## config.mk

```make
export PLATFORM = sky130hd
export DESIGN_NAME = pio_regfile
export DESIGN_NICKNAME = d
export VERILOG_FILES = /design/src/rtl/pio_pkg.sv /design/src/rtl/pio_csr.sv /design/src/rtl/pio_obuf.sv /design/src/rtl/pio_strobe.sv /design/src/rtl/pio_regfile.sv
export SDC_FILE = /design/constraint.sdc
export NUM_CORES = 1
export LEC_CHECK = 0
export BUFFER_PORTS_ARGS = -buffer_cell sky130_fd_sc_hd__buf_2
export CAP_MARGIN = 10
export CORE_MARGIN = 2
export CORE_UTILIZATION = 30
export CTS_CLUSTER_SIZE = 30
export DETAILED_ROUTE_END_ITERATION = 10
export PLACE_DENSITY = 0.55
export SETUP_SLACK_MARGIN = 0.3
export SYNTH_ARGS = -nofsm -noshare
export SYNTH_HDL_FRONTEND = slang
export SYNTH_HIERARCHICAL = 1
export SYNTH_SLANG_ARGS = --single-unit
```

## constraint.sdc

```tcl
create_clock -name clk -period 3.7 [get_ports clk]
set_clock_uncertainty 0.15 [all_clocks]
set_input_delay 0.37 -clock clk [delete_from_list [all_inputs] [get_ports clk]]
set_output_delay 0.37 -clock clk [all_outputs]
set_load 0.05 [all_outputs]
```

## src/rtl/pio_pkg.sv

```systemverilog
// Package: shared widths and control/status bit positions for the
// parallel I/O register set. Assumes a 16-bit bus word of two bytes.
package pio_pkg;
    localparam int WORD_W  = 16;
    localparam int BYTE_W  = 8;
    localparam int LANES   = WORD_W / BYTE_W;

    // Control/status bit positions (software-visible layout)
    localparam int CSR_CMD0 = 0;
    localparam int CSR_CMD1 = 1;
    localparam int CSR_IENB = 5;
    localparam int CSR_IENA = 6;
    localparam int CSR_REQA = 7;
    localparam int CSR_REQB = 15;

    // Writable control state
    typedef struct packed {
        logic       ien_a;
        logic       ien_b;
        logic [1:0] cmd;
    } csr_state_t;
endpackage

```

## src/rtl/pio_csr.sv

```systemverilog
// Module: pio_csr
// Holds the four writable control bits and builds the read view that
// merges them with the live device requests. Assumes the caller gives a
// write enable that is already qualified by select and low-byte strobe.
module pio_csr
    import pio_pkg::*;
(
    input  logic              clk,
    input  logic              rst_n,
    input  logic              clr,
    input  logic              wr_en,
    input  logic [WORD_W-1:0] wdata,
    input  logic              req_a,
    input  logic              req_b,
    output csr_state_t        state,
    output logic [WORD_W-1:0] view
);
    csr_state_t state_q;

    // Load the writable bits from their own bit positions; clear on reset/init
    always_ff @(posedge clk) begin
        if (!rst_n || clr) begin
            state_q <= '0;
        end else if (wr_en) begin
            state_q.cmd   <= {wdata[CSR_CMD1], wdata[CSR_CMD0]};
            state_q.ien_b <= wdata[CSR_IENB];
            state_q.ien_a <= wdata[CSR_IENA];
        end
    end

    // Assemble the sparse read layout; unused positions stay zero
    always_comb begin
        view           = '0;
        view[CSR_CMD0] = state_q.cmd[0];
        view[CSR_CMD1] = state_q.cmd[1];
        view[CSR_IENB] = state_q.ien_b;
        view[CSR_IENA] = state_q.ien_a;
        view[CSR_REQA] = req_a;
        view[CSR_REQB] = req_b;
    end

    assign state = state_q;
endmodule

```

## src/rtl/pio_obuf.sv

```systemverilog
// Module: pio_obuf
// Output buffer with one independent load enable per byte lane. Assumes the
// lane enables are already qualified by the buffer select.
module pio_obuf
    import pio_pkg::*;
(
    input  logic              clk,
    input  logic              rst_n,
    input  logic              clr,
    input  logic [LANES-1:0]  lane_we,
    input  logic [WORD_W-1:0] wdata,
    output logic [WORD_W-1:0] q
);
    for (genvar g = 0; g < LANES; g++) begin : g_lane
        logic [BYTE_W-1:0] lane_q;

        // Load this byte lane on its own strobe; clear on reset/init
        always_ff @(posedge clk) begin
            if (!rst_n || clr) begin
                lane_q <= '0;
            end else if (lane_we[g]) begin
                lane_q <= wdata[g*BYTE_W +: BYTE_W];
            end
        end

        assign q[g*BYTE_W +: BYTE_W] = lane_q;
    end
endmodule

```

## src/rtl/pio_strobe.sv

```systemverilog
// Module: pio_strobe
// Stretches a one-cycle trigger into an output that is high for WIDTH
// cycles, starting the cycle after the trigger. A new trigger restarts the
// count. Assumes WIDTH >= 1.
module pio_strobe #(
    parameter int WIDTH = 4
) (
    input  logic clk,
    input  logic rst_n,
    input  logic clr,
    input  logic trig,
    output logic pulse
);
    localparam int CW = $clog2(WIDTH + 1);

    logic [CW-1:0] remain_q;

    // Reload on trigger, otherwise count down to zero
    always_ff @(posedge clk) begin
        if (!rst_n || clr) begin
            remain_q <= '0;
        end else if (trig) begin
            remain_q <= CW'(WIDTH);
        end else if (remain_q != '0) begin
            remain_q <= remain_q - 1'b1;
        end
    end

    assign pulse = (remain_q != '0);
endmodule

```

## src/rtl/pio_regfile.sv

```systemverilog
// Module: pio_regfile (top)
// Register set of a 16-bit parallel I/O port: control/status, output buffer
// and input buffer, plus a new-data strobe on output buffer loads. Assumes
// that at most one select is active at a time and that the decoder supplies
// the gating strobes. The bus handshake is handled outside this block.
module pio_regfile
    import pio_pkg::*;
#(
    parameter int PULSE_CYC = 4
) (
    input  logic              clk,
    input  logic              rst_n,
    input  logic              init,
    input  logic              sel_csr,
    input  logic              sel_obuf,
    input  logic              sel_ibuf,
    input  logic              gate_rd,
    input  logic              gate_wr_lo,
    input  logic              gate_wr_hi,
    input  logic [WORD_W-1:0] wdata,
    output logic [WORD_W-1:0] rdata,
    input  logic              dev_req_a,
    input  logic              dev_req_b,
    input  logic [WORD_W-1:0] dev_in,
    output logic [WORD_W-1:0] dev_out,
    output logic [1:0]        cmd,
    output logic              ien_a,
    output logic              ien_b,
    output logic              new_data
);
    csr_state_t        csr_st;
    logic [WORD_W-1:0] csr_view;
    logic [WORD_W-1:0] obuf_q;
    logic [LANES-1:0]  obuf_we;
    logic              csr_we;

    // Only the low-byte strobe reaches the control/status register
    assign csr_we  = sel_csr & gate_wr_lo;
    assign obuf_we = {sel_obuf & gate_wr_hi, sel_obuf & gate_wr_lo};

    pio_csr u_csr (
        .clk   (clk),
        .rst_n (rst_n),
        .clr   (init),
        .wr_en (csr_we),
        .wdata (wdata),
        .req_a (dev_req_a),
        .req_b (dev_req_b),
        .state (csr_st),
        .view  (csr_view)
    );

    pio_obuf u_obuf (
        .clk     (clk),
        .rst_n   (rst_n),
        .clr     (init),
        .lane_we (obuf_we),
        .wdata   (wdata),
        .q       (obuf_q)
    );

    pio_strobe #(.WIDTH(PULSE_CYC)) u_strobe (
        .clk   (clk),
        .rst_n (rst_n),
        .clr   (init),
        .trig  (|obuf_we),
        .pulse (new_data)
    );

    // Read multiplexer: zero unless a register is selected under the read strobe
    always_comb begin
        rdata = '0;
        if (gate_rd) begin
            if (sel_csr)       rdata = csr_view;
            else if (sel_obuf) rdata = obuf_q;
            else if (sel_ibuf) rdata = dev_in;
        end
    end

    assign dev_out = obuf_q;
    assign cmd     = csr_st.cmd;
    assign ien_a   = csr_st.ien_a;
    assign ien_b   = csr_st.ien_b;
endmodule

```

==> flow_summary.ini, run 1 <==
[worst_setup_path]
timing.rr.start = u_strobe/remain_q[0]$_SDFFE_PP0P_
r2r_slack_ps = 2340
reg2reg_depth = 5
endpoint_kind = output port
setup.worst_path.class = in2out
critPathArrivalTime_ps = 1640
r2r_end = u_strobe/remain_q[1]$_SDFFE_PP0P_
worstPathRequired_ps = 3180
cp-start-kind = input pin
cp_max_fo = 33

[route]
routed_wl_um = 4130
avgViaCountPerCell = 4.44
dr_total_vias = 1404
drt_pass1_iterations = 6
antenna_left = 0
wire_per_inst_um = 13.1
first_iter_violations = 45
drc = 0

[flow_run]
drv_cap = 0

[placement]
post-place-cells = 312
dp_hpwl_um = 3090
dpl_cell_area_um2 = 1950
io_buffers = 79
gp_congestion = 0.685

[global_route]
track_usage_pct = 13.7
grt-ovfl-total = 0
use_met3_pct = 3.18
grt_pass1_wl_um = 6680
grt_start_max_net_pins = 35
antenna_found_initial = 0
use_met2_pct = 21.1
met1_usage_pct = 18.8
grt_most_used_layer = met2
grt_pass1_vias = 1331

[floorplanning]
die_w_um = 78.7
rows = 27
die_h_um = 78.7
die_area_um2 = 6200
pin_count = 80
core-area_um2 = 5440
start_util_pct = 30.8

[synth]
ys_seq_elements = 23
synth-warning-count = 6
synthFlopType = dfxtp_1
ys_types = 23
ys_seq_area_share_pct = 27.5
synth_edf_count = 0
synth_area_um2 = 1680
synth_cells = 183
async_reset_ff_share_pct = 0
postSynthAreaPerCell_um2 = 9.15

[final_layout]
drive_above_1_share_pct = 45.9
final_cells = 316
syn_to_final_growth_pct = 19.4
seq_area_um2 = 460
design_area_um2 = 2000
fin_util_pct = 36.8
fin_nets = 291
multiInputGateArea_um2 = 922
fill_cells = 594
antennaDiodeCount = 0

[timing]
slew_viol_final = 0
post-route-period-util_pct = 58.4
rsz0062_at_grt = false
finalHoldViolCount = 0
finalSetupTns_ps = 0
period_needed_ps = 2160
tightestPinTransition_ps = 841
slew_headroom_pct = 43.8
fmax_mhz = 463
setup_viol = 0

[power_and_ir_drop]
p_leak_nw = 0.903
clockPowerShare_pct = 26.4
p_comb_share_pct = 30.9
irDropWorstVdd_uv = 113
power_frac_seq_pct = 42.7
p_int_w = 0.000390
switching_power_w = 0.000215
power_density_nw_per_um2 = 302
p_sw_share_pct = 35.6

[clocking]
clk_latency_ps = 270
post_cts_buffers = 0
cts_tree = yes
clockBufferDepth = 2
root_buffer = clkbuf_8
cts_max_level = 1
cts.sinks = 23
cts_inserted_buffers = 3
ctsHoldBuffers = 0
clk_pin_slew_ps = 90
cts-resized-gates = 0

[worst_hold_path]
min_path_type = in2reg
holdCritStartpoint = wdata[11]
whs_path_depth = 3
holdPathEnd = u_obuf/g_lane[1].lane_q[3]$_SDFFE_PP0P_

[outcome]
status = completed
## power groups by stage
stage	combinational [W]	clock (W)	sequential, W
2_1_floorplan	0.000140	0	0.000280
3_3_place_gp	0.000187	0	0.000264
3_5_place_dp	0.000189	0	0.000264
4_1_cts	0.000189	0.000164	0.000258
5_1_grt	0.000202	0.000175	0.000259
6_report	0.000187	0.000160	0.000258
## cell usage after synthesis, types with 2 or more instances
library cell  count  area share (%)
dfxtp_1          23              27
and2_1            3             1.1
buf_2             4             1.2
nand2b_1          2            0.75
buf_4            23              10
buf_6             2             1.3
mux2i_1          21              13
a21oi_1          17             5.1
a221oi_2         16              14
nor2_2           10             3.7
nor2_1           11             2.5
nand3b_1         16             7.2
ha_1              3             2.2
inv_1            23             5.2
## critical path, stage by stage
cell and delay, ps:
buf_2 560, a21oi_1 110, a221oi_2 270, buf_2 310
## flip-flops by register name, indices dropped and copies added (netlist names)
register / cells
u_csr/state: 4
u_obuf/g_lane.lane_q: 16
u_strobe/remain_q: 3
## cells in the final DEF (no fill, tap or decap), drive strengths merged
master,netlist,layout
clkbuf,1,3
nand2b,3,3
nor2b,1,1
xor2,1,1
or2,1,1
nand3b,16,16
buf,30,79
mux2i,21,21
ha,3,3
nor2,21,21
or3b,1,1
dfxtp,23,23
a21oi,17,17
inv,23,23
clkinv,0,1
a221oi,16,16
and2,3,3
conb,1,10
a211oi,1,1
## per-stage QoR
| stage | total power, W | setup slack [ps] | hold WS, ps |
|---|---|---|---|
| after floorplan | 0.000420 | 1550 | 329 |
| after global placement | 0.000451 | 1480 | 361 |
| after detailed placement | 0.000453 | 1420 | 349 |
| after CTS | 0.000611 | 1530 | 184 |
| after global routing | 0.000636 | 1380 | 183 |
| final | 0.000605 | 1540 | 189 |
## worst max-delay path by stage
stage	slack (ps)	cells after the start	to	from
2_1_floorplan	1550	3	rdata[0]	u_csr/state[0]$_SDFFE_PP0P_
3_3_place_gp	1480	5	u_strobe/remain_q[1]$_SDFFE_PP0P_	sel_obuf
3_5_place_dp	1420	5	u_strobe/remain_q[1]$_SDFFE_PP0P_	sel_obuf
4_1_cts	1530	4	rdata[6]	sel_csr
5_1_grt	1380	4	rdata[7]	sel_csr
6_report	1540	4	rdata[5]	sel_csr
## metal layers
metal | wire, µm | share of wire [%]
met2 | 1850 | 45
met5 | 0 | 0
met1 | 1980 | 48
met3 | 246 | 6.0
met4 | 55 | 1.3
## final cells by class
cell class | count | share of cell area [%]
Inverter | 23 | 4.32
Clock inverter | 1 | 0.250
Multi-Input combinational cell | 115 | 46.1
Sequential cell | 23 | 23.0
Tap cell | 72 | 4.50
Clock buffer | 3 | 2.06
Timing Repair Buffer | 79 | 19.8
## logic make-up after synthesis
group,Yosys count,synth area share (%)
simple gates,46,17.3
flops,23,27.5
xor+xnor,1,0.523
buf+inv,54,19.5
other cells,1,0.224
compound gates,34,20.2
mux,21,12.5
fa+ha+maj,3,2.24
Power figures use the tool's default switching activity.
==> inputs of run 2 (changes only) <==
--- a/config.mk
+++ b/config.mk
@@ -5,13 +5,14 @@
 export SDC_FILE = /design/constraint.sdc
 export NUM_CORES = 1
 export LEC_CHECK = 0
+export ABC_AREA = 1
 export BUFFER_PORTS_ARGS = -buffer_cell sky130_fd_sc_hd__buf_2
 export CAP_MARGIN = 10
 export CORE_MARGIN = 2
 export CORE_UTILIZATION = 30
 export CTS_CLUSTER_SIZE = 30
 export DETAILED_ROUTE_END_ITERATION = 10
-export PLACE_DENSITY = 0.55
+export PLACE_DENSITY = 0.54
 export SETUP_SLACK_MARGIN = 0.3
 export SYNTH_ARGS = -nofsm -noshare
 export SYNTH_HDL_FRONTEND = slang
==> constraint.sdc (replaced) <==
create_clock -name clk -period 2.1 [get_ports clk]
set_clock_uncertainty 0.15 [all_clocks]
set_input_delay 0.21 -clock clk [delete_from_list [all_inputs] [get_ports clk]]
set_output_delay 0.21 -clock clk [all_outputs]
set_load 0.05 [all_outputs]
==> run 2 against run 1 <==
Against the previous run: power increased by 78%; clock power increased by 72%; register-to-register slack got worse by 1500 ps; largest power group unchanged.
==> flow_summary.ini, run 2 <==
[timing]
setup_ws_ps = 408
setup_viol = 0
period_needed_ps = 1690
whs_ps = 33.5
post-route-period-util_pct = 80.6
slew_viol_final = 0
rsz0062_at_grt = false
finalHoldViolCount = 0
fmax_mhz = 591
finalSetupTns_ps = 0

[synth]
synthFlopType = dfxtp_1
yosysTopAreaCell = dfxtp_1
synth_area_um2 = 1740
synth_edf_count = 0
synth-warning-count = 6
synth_common_cells = 80 x nand2_1, 41 x nor2_1, 23 x dfxtp_1
async_reset_ff_share_pct = 0
ys_seq_area_share_pct = 26.5
synth_cells = 265
synth_area_leaders = dfxtp_1 26%, nand2_1 17%, nor2_1 8.8%
postSynthAreaPerCell_um2 = 6.56
synth.most_common_cell = nand2_1
ys_types = 21
synth_top_cell_area_share_pct = 26.5
ys_seq_elements = 23

[final_layout]
design_area_um2 = 2110
syn_to_final_growth_pct = 21.2
final_common_cell = nand2_1
drive_above_1_share_pct = 45.2
fill_cells = 641
fin_nets = 377
largest_register_ffs = 16
top_register = u_obuf/g_lane.lane_q
antennaDiodeCount = 0
seq_area_um2 = 462
multiInputGateArea_um2 = 1000
most-common-layout-cells = 80 x nand2_1, 78 x buf_2, 26 x nor2_2

[power_and_ir_drop]
p_comb_share_pct = 31.9
power_density_nw_per_um2 = 509
switching_power_w = 0.000393
power_frac_seq_pct = 42.4
clockPowerShare_pct = 25.7
p_leak_nw = 1.03
p_int_w = 0.000681
p_sw_share_pct = 36.6
p_total_w = 0.00107
irDropWorstVdd_uv = 298

[global_route]
grt_pass1_vias = 1671
antenna_found_initial = 0
grt-ovfl-total = 0
track_usage_pct = 14.6
grt_start_max_net_pins = 33
grt_pass1_wl_um = 7490

[worst_setup_path]
timing.rr.start = u_strobe/remain_q[0]$_SDFFE_PP0P_
critPathCapture = new_data
critPathArrivalTime_ps = 1330
reg2reg_depth = 6
cp_max_fo = 5
setup.worst_path.class = reg2out
worstPathRequired_ps = 1740
r2r_slack_ps = 790
cp-start-kind = flip-flop
r2r_end = u_strobe/remain_q[1]$_SDFFE_PP0P_
cp-startpoint = u_strobe/remain_q[0]$_SDFFE_PP0P_
endpoint_kind = output port

[clocking]
post_cts_buffers = 0
cts_tree = yes
clk_latency_ps = 260
clockBufferDepth = 2
root_buffer = clkbuf_8
ctsHoldBuffers = 0
cts_inserted_buffers = 3
cts_max_level = 1
cts.sinks = 23
clk_pin_slew_ps = 80

[route]
avgViaCountPerCell = 4.32
dr_total_vias = 1736
drc = 0
drt_pass1_iterations = 4
antenna_left = 0
wire_per_inst_um = 11.4
first_iter_violations = 47
routed_wl_um = 4590

[floorplanning]
die_area_um2 = 6420
start_util_pct = 31.4
rows = 27
die_w_um = 80.1
core-area_um2 = 5540
pin_count = 80
die_h_um = 80.1

[flow_run]
drv_cap = 0

[outcome]
status = completed

[placement]
place_ws_ps = 482
dpl_cell_area_um2 = 2050
gp_congestion = 0.763
io_buffers = 79
dp_hpwl_um = 3610

[worst_hold_path]
min_path_type = in2reg
## run 2: cell types whose count changed after synthesis, sizes merged, moves of 16 or more
cell,previous run,this run
mux2i,21,0
o21ai,0,16
nor2,21,51
nand2,0,101
nand3b,16,0
a221oi,16,0
## run 2: worst max-delay path, cell delays in order (launching register included)
cell,delay [ps]
dfxtp_2,330
inv_1,50
ha_1,220
ha_2,210
inv_1,100
buf_6,160
## run 2: cells by family (layout without fill, tap and decap cells)
group	Yosys count	in the layout	share of synthesized area (%)
AOI/OAI and AO/OA	38	38	13.1
adders and majority gates	3	3	2.16
buffers and inverters	47	103	20.2
DFF	23	23	26.5
other	1	10	0.216
and+or+nand+nor	153	153	37.8
## run 2: metal layers
metal  GRT usage [%]  wire length, µm  up-vias
met1            17.9             2030      762
li1                -                -      910
met5               0                0        -
met3            3.71              312        2
met4            1.36               12        0
met2            26.6             2240       62
## run 2: power by group through the flow
stage	clock network, W	logic (W)	registers [W]
2_1_floorplan	0	0.000257	0.000492
6_report	0.000276	0.000342	0.000455
3_5_place_dp	0	0.000343	0.000466
4_1_cts	0.000289	0.000345	0.000456
5_1_grt	0.000303	0.000378	0.000457
3_3_place_gp	0	0.000341	0.000466
## run 2: area by class of cell
type / count / share of cell area (%)
multi-input cells: 204 / 47.6
flip-flops and latches: 23 / 21.9
repair buffers: 81 / 20.4
well taps: 72 / 4.27
inverters: 18 / 3.68
clock buffers: 3 / 1.96
clock inverters: 1 / 0.237
## run 2: stage by stage
stage | utilization (%) | instances
floorplan | - | 274
global route | 38.1 | 402
finish | 38.1 | 402
CTS | 37.9 | 402
detailed placement | 37.0 | 398
global placement | 37.0 | 398
## run 2: timing repair
action / 4_1_cts / 5_1_grt
endpoints found under the hold margin: 0 / 0
endpoints found under the setup margin: 1 / 1
gates cloned: 0 / 0
resized for setup: 1 / 3
## run 2: worst min-delay path by stage
stage	startpoint	cells after the start	endpoint
floorplan	rst_n	2	u_strobe/remain_q[2]$_SDFFE_PP0P_
global placement	u_strobe/remain_q[0]$_SDFFE_PP0P_	2	u_strobe/remain_q[0]$_SDFFE_PP0P_
detailed placement	u_strobe/remain_q[1]$_SDFFE_PP0P_	2	u_strobe/remain_q[1]$_SDFFE_PP0P_
CTS	wdata[7]	3	u_obuf/g_lane[0].lane_q[7]$_SDFFE_PP0P_
global route	wdata[15]	3	u_obuf/g_lane[1].lane_q[7]$_SDFFE_PP0P_
finish	wdata[7]	3	u_obuf/g_lane[0].lane_q[7]$_SDFFE_PP0P_
==> inputs of run 3 (changes only) <==
==> constraint.sdc (replaced) <==
create_clock -name clk -period 1.6 [get_ports clk]
set_clock_uncertainty 0.15 [all_clocks]
set_input_delay 0.16 -clock clk [delete_from_list [all_inputs] [get_ports clk]]
set_output_delay 0.16 -clock clk [all_outputs]
set_load 0.05 [all_outputs]
==> run 3 against run 2 <==
Against the previous run: combinational power up 83%; core utilization up 13 points; cell count up 6.7%; setup slack worse by 320 ps; clock-buffer cell count up 1; sequential share of layout area down 4.2 points; sequential power up 30%; register-to-register slack worse by 490 ps; critical path type unchanged; critical endpoint unchanged; largest cell class unchanged; largest power group is now combinational cells.
==> flow_summary.ini, run 3 (synthesis results as in run 2) <==
[final_layout]
final_cells = 429
syn_to_final_growth_pct = 62.1
final_common_cell = nand2_1
largest_register_ffs = 16
design_area_um2 = 2820
antennaDiodeCount = 0
fin_nets = 404
top_register = u_obuf/g_lane.lane_q
most-common-layout-cells = 67 x nand2_1, 45 x buf_2, 33 x nand2_2
drive_above_1_share_pct = 63.9

[timing]
post-route-period-util_pct = 94.5
period_needed_ps = 1510
rsz0062_at_grt = true
setup_viol = 0
slew_viol_final = 0
finalSetupTns_ps = 0
fmax_mhz = 661
finalHoldViolCount = 0

[worst_setup_path]
crit_buf_inv = 3
worst_path_largest_cell_delay_ps = 330
crit_chain = inv_2 -> ha_4 -> ha_4 -> clkinvlp_4 -> buf_8
crit_path_frequent_cell = ha_4
crit_slowest_cell = dfxtp_2
cp_max_fo = 4
cp-start-kind = flip-flop
endpoint_kind = output port
critPathArrivalTime_ps = 1200
crit_family = flip-flops
setup.worst_path.class = reg2out
worstPathRequired_ps = 1290

[route]
antenna_left = 0
first_iter_violations = 62
avgViaCountPerCell = 4.31
wire_per_inst_um = 11.5
routed_wl_um = 4950
drt_pass1_iterations = 4
drc = 0
dr_total_vias = 1851

[floorplanning]
rows = 27
die_w_um = 80.1
pin_count = 80
start_util_pct = 31.4
core-area_um2 = 5540
die_h_um = 80.1
die_area_um2 = 6420

[clocking]
cts.sinks = 23
root_buffer = clkbuf_8
cts_max_level = 1
cts_tree = yes
cts_inserted_buffers = 3
clockBufferDepth = 2
clk_latency_ps = 260
clk_pin_slew_ps = 80

[global_route]
grt_start_max_net_pins = 33
track_usage_pct = 15.5
grt_pass1_vias = 1816
grt_pass1_wl_um = 7980
antenna_found_initial = 0
grt-ovfl-total = 0

[placement]
dpl_cell_area_um2 = 2200
io_buffers = 79
gp_congestion = 0.757
dp_hpwl_um = 3610
post-place-cells = 398

[power_and_ir_drop]
power_density_nw_per_um2 = 561
p_leak_nw = 1.23
irDropWorstVdd_uv = 496

[flow_run]
drv_cap = 0

[outcome]
status = completed

[worst_hold_path]
min_path_type = in2reg
==> run 3: changes by cell type in the layout (fill, tap and decap cells not counted), moves of 16 or more <==
cell	before	now
dfxtp_2	1	18
nor2_1	25	7
clkbuf_4	0	16
buf_4	1	19
dfxtp_1	22	1
buf_2	78	45
nor2_4	0	27
==> run 3: final timing paths <==
| kind | depth (start not counted) | slack, ps | to | startpoint |
|---|---|---|---|---|
| setup reg to reg | 8 | 300 | u_strobe/remain_q[2]$_SDFFE_PP0P_ | u_strobe/remain_q[1]$_SDFFE_PP0P_ |
| setup / recovery | 5 | 90 | new_data | u_strobe/remain_q[1]$_SDFFE_PP0P_ |
| hold / removal | 3 | 8 | u_obuf/g_lane[1].lane_q[2]$_SDFFE_PP0P_ | wdata[10] |
| hold reg to reg | 2 | 320 | u_strobe/remain_q[0]$_SDFFE_PP0P_ | u_strobe/remain_q[0]$_SDFFE_PP0P_ |
==> run 3: routing by layer <==
metal / wire length (µm) / global-route usage (%)
met2: 2550 / 29.3
met4: 30 / 2.20
met1: 2090 / 18.4
met3: 280 / 2.92
met5: 0 / 0
==> run 3: where the power goes <==
part           switching (W)  internal, W
Clock               0.000185     0.000178
Combinational       0.000381     0.000245
Sequential         0.0000104     0.000582
Total               0.000577      0.00100
==> run 3: worst min-delay path, delay by kind of cell <==
| family | cells | cell delay [ps] |
|---|---|---|
| buf+inv | 1 | 100 |
| compound gates | 1 | 50 |
| simple gates | 1 | 70 |
==> run 3: final cells by class <==
| class | instances | area, µm² |
|---|---|---|
| Sequential cell | 23 | 498 |
| Multi-Input combinational cell | 204 | 1250 |
| Tap cell | 72 | 90.1 |
| Inverter | 18 | 85.1 |
| Fill cell | 585 | 2720 |
| Timing Repair Buffer | 108 | 847 |
| Clock buffer | 4 | 45.0 |
==> run 3: repair_timing <==
action / 4_1_cts / 5_1_grt
endpoints found under the setup margin: 17 / 38
endpoints found under the hold margin: 8 / 0
resized for setup: 84 / 30
setup buffers: 17 / 1
pin swaps: 21 / 2
cloned: 0 / 1
hold buffers: 8 / 0
==> run 3: metrics by stage <==
| step | hold WS [ps] | utilization, % | power, W | worst slack [ps] |
|---|---|---|---|---|
| after floorplan | 136 | - | 0.00102 | 196 |
| after global placement | 258 | 39.8 | 0.00110 | 171 |
| after detailed placement | 268 | 39.8 | 0.00110 | 155 |
| after CTS | 5.08 | 48.8 | 0.00156 | 64.3 |
| after global routing | 2.80 | 50.9 | 0.00167 | 34.6 |
| final | 7.80 | 50.9 | 0.00158 | 87.5 |
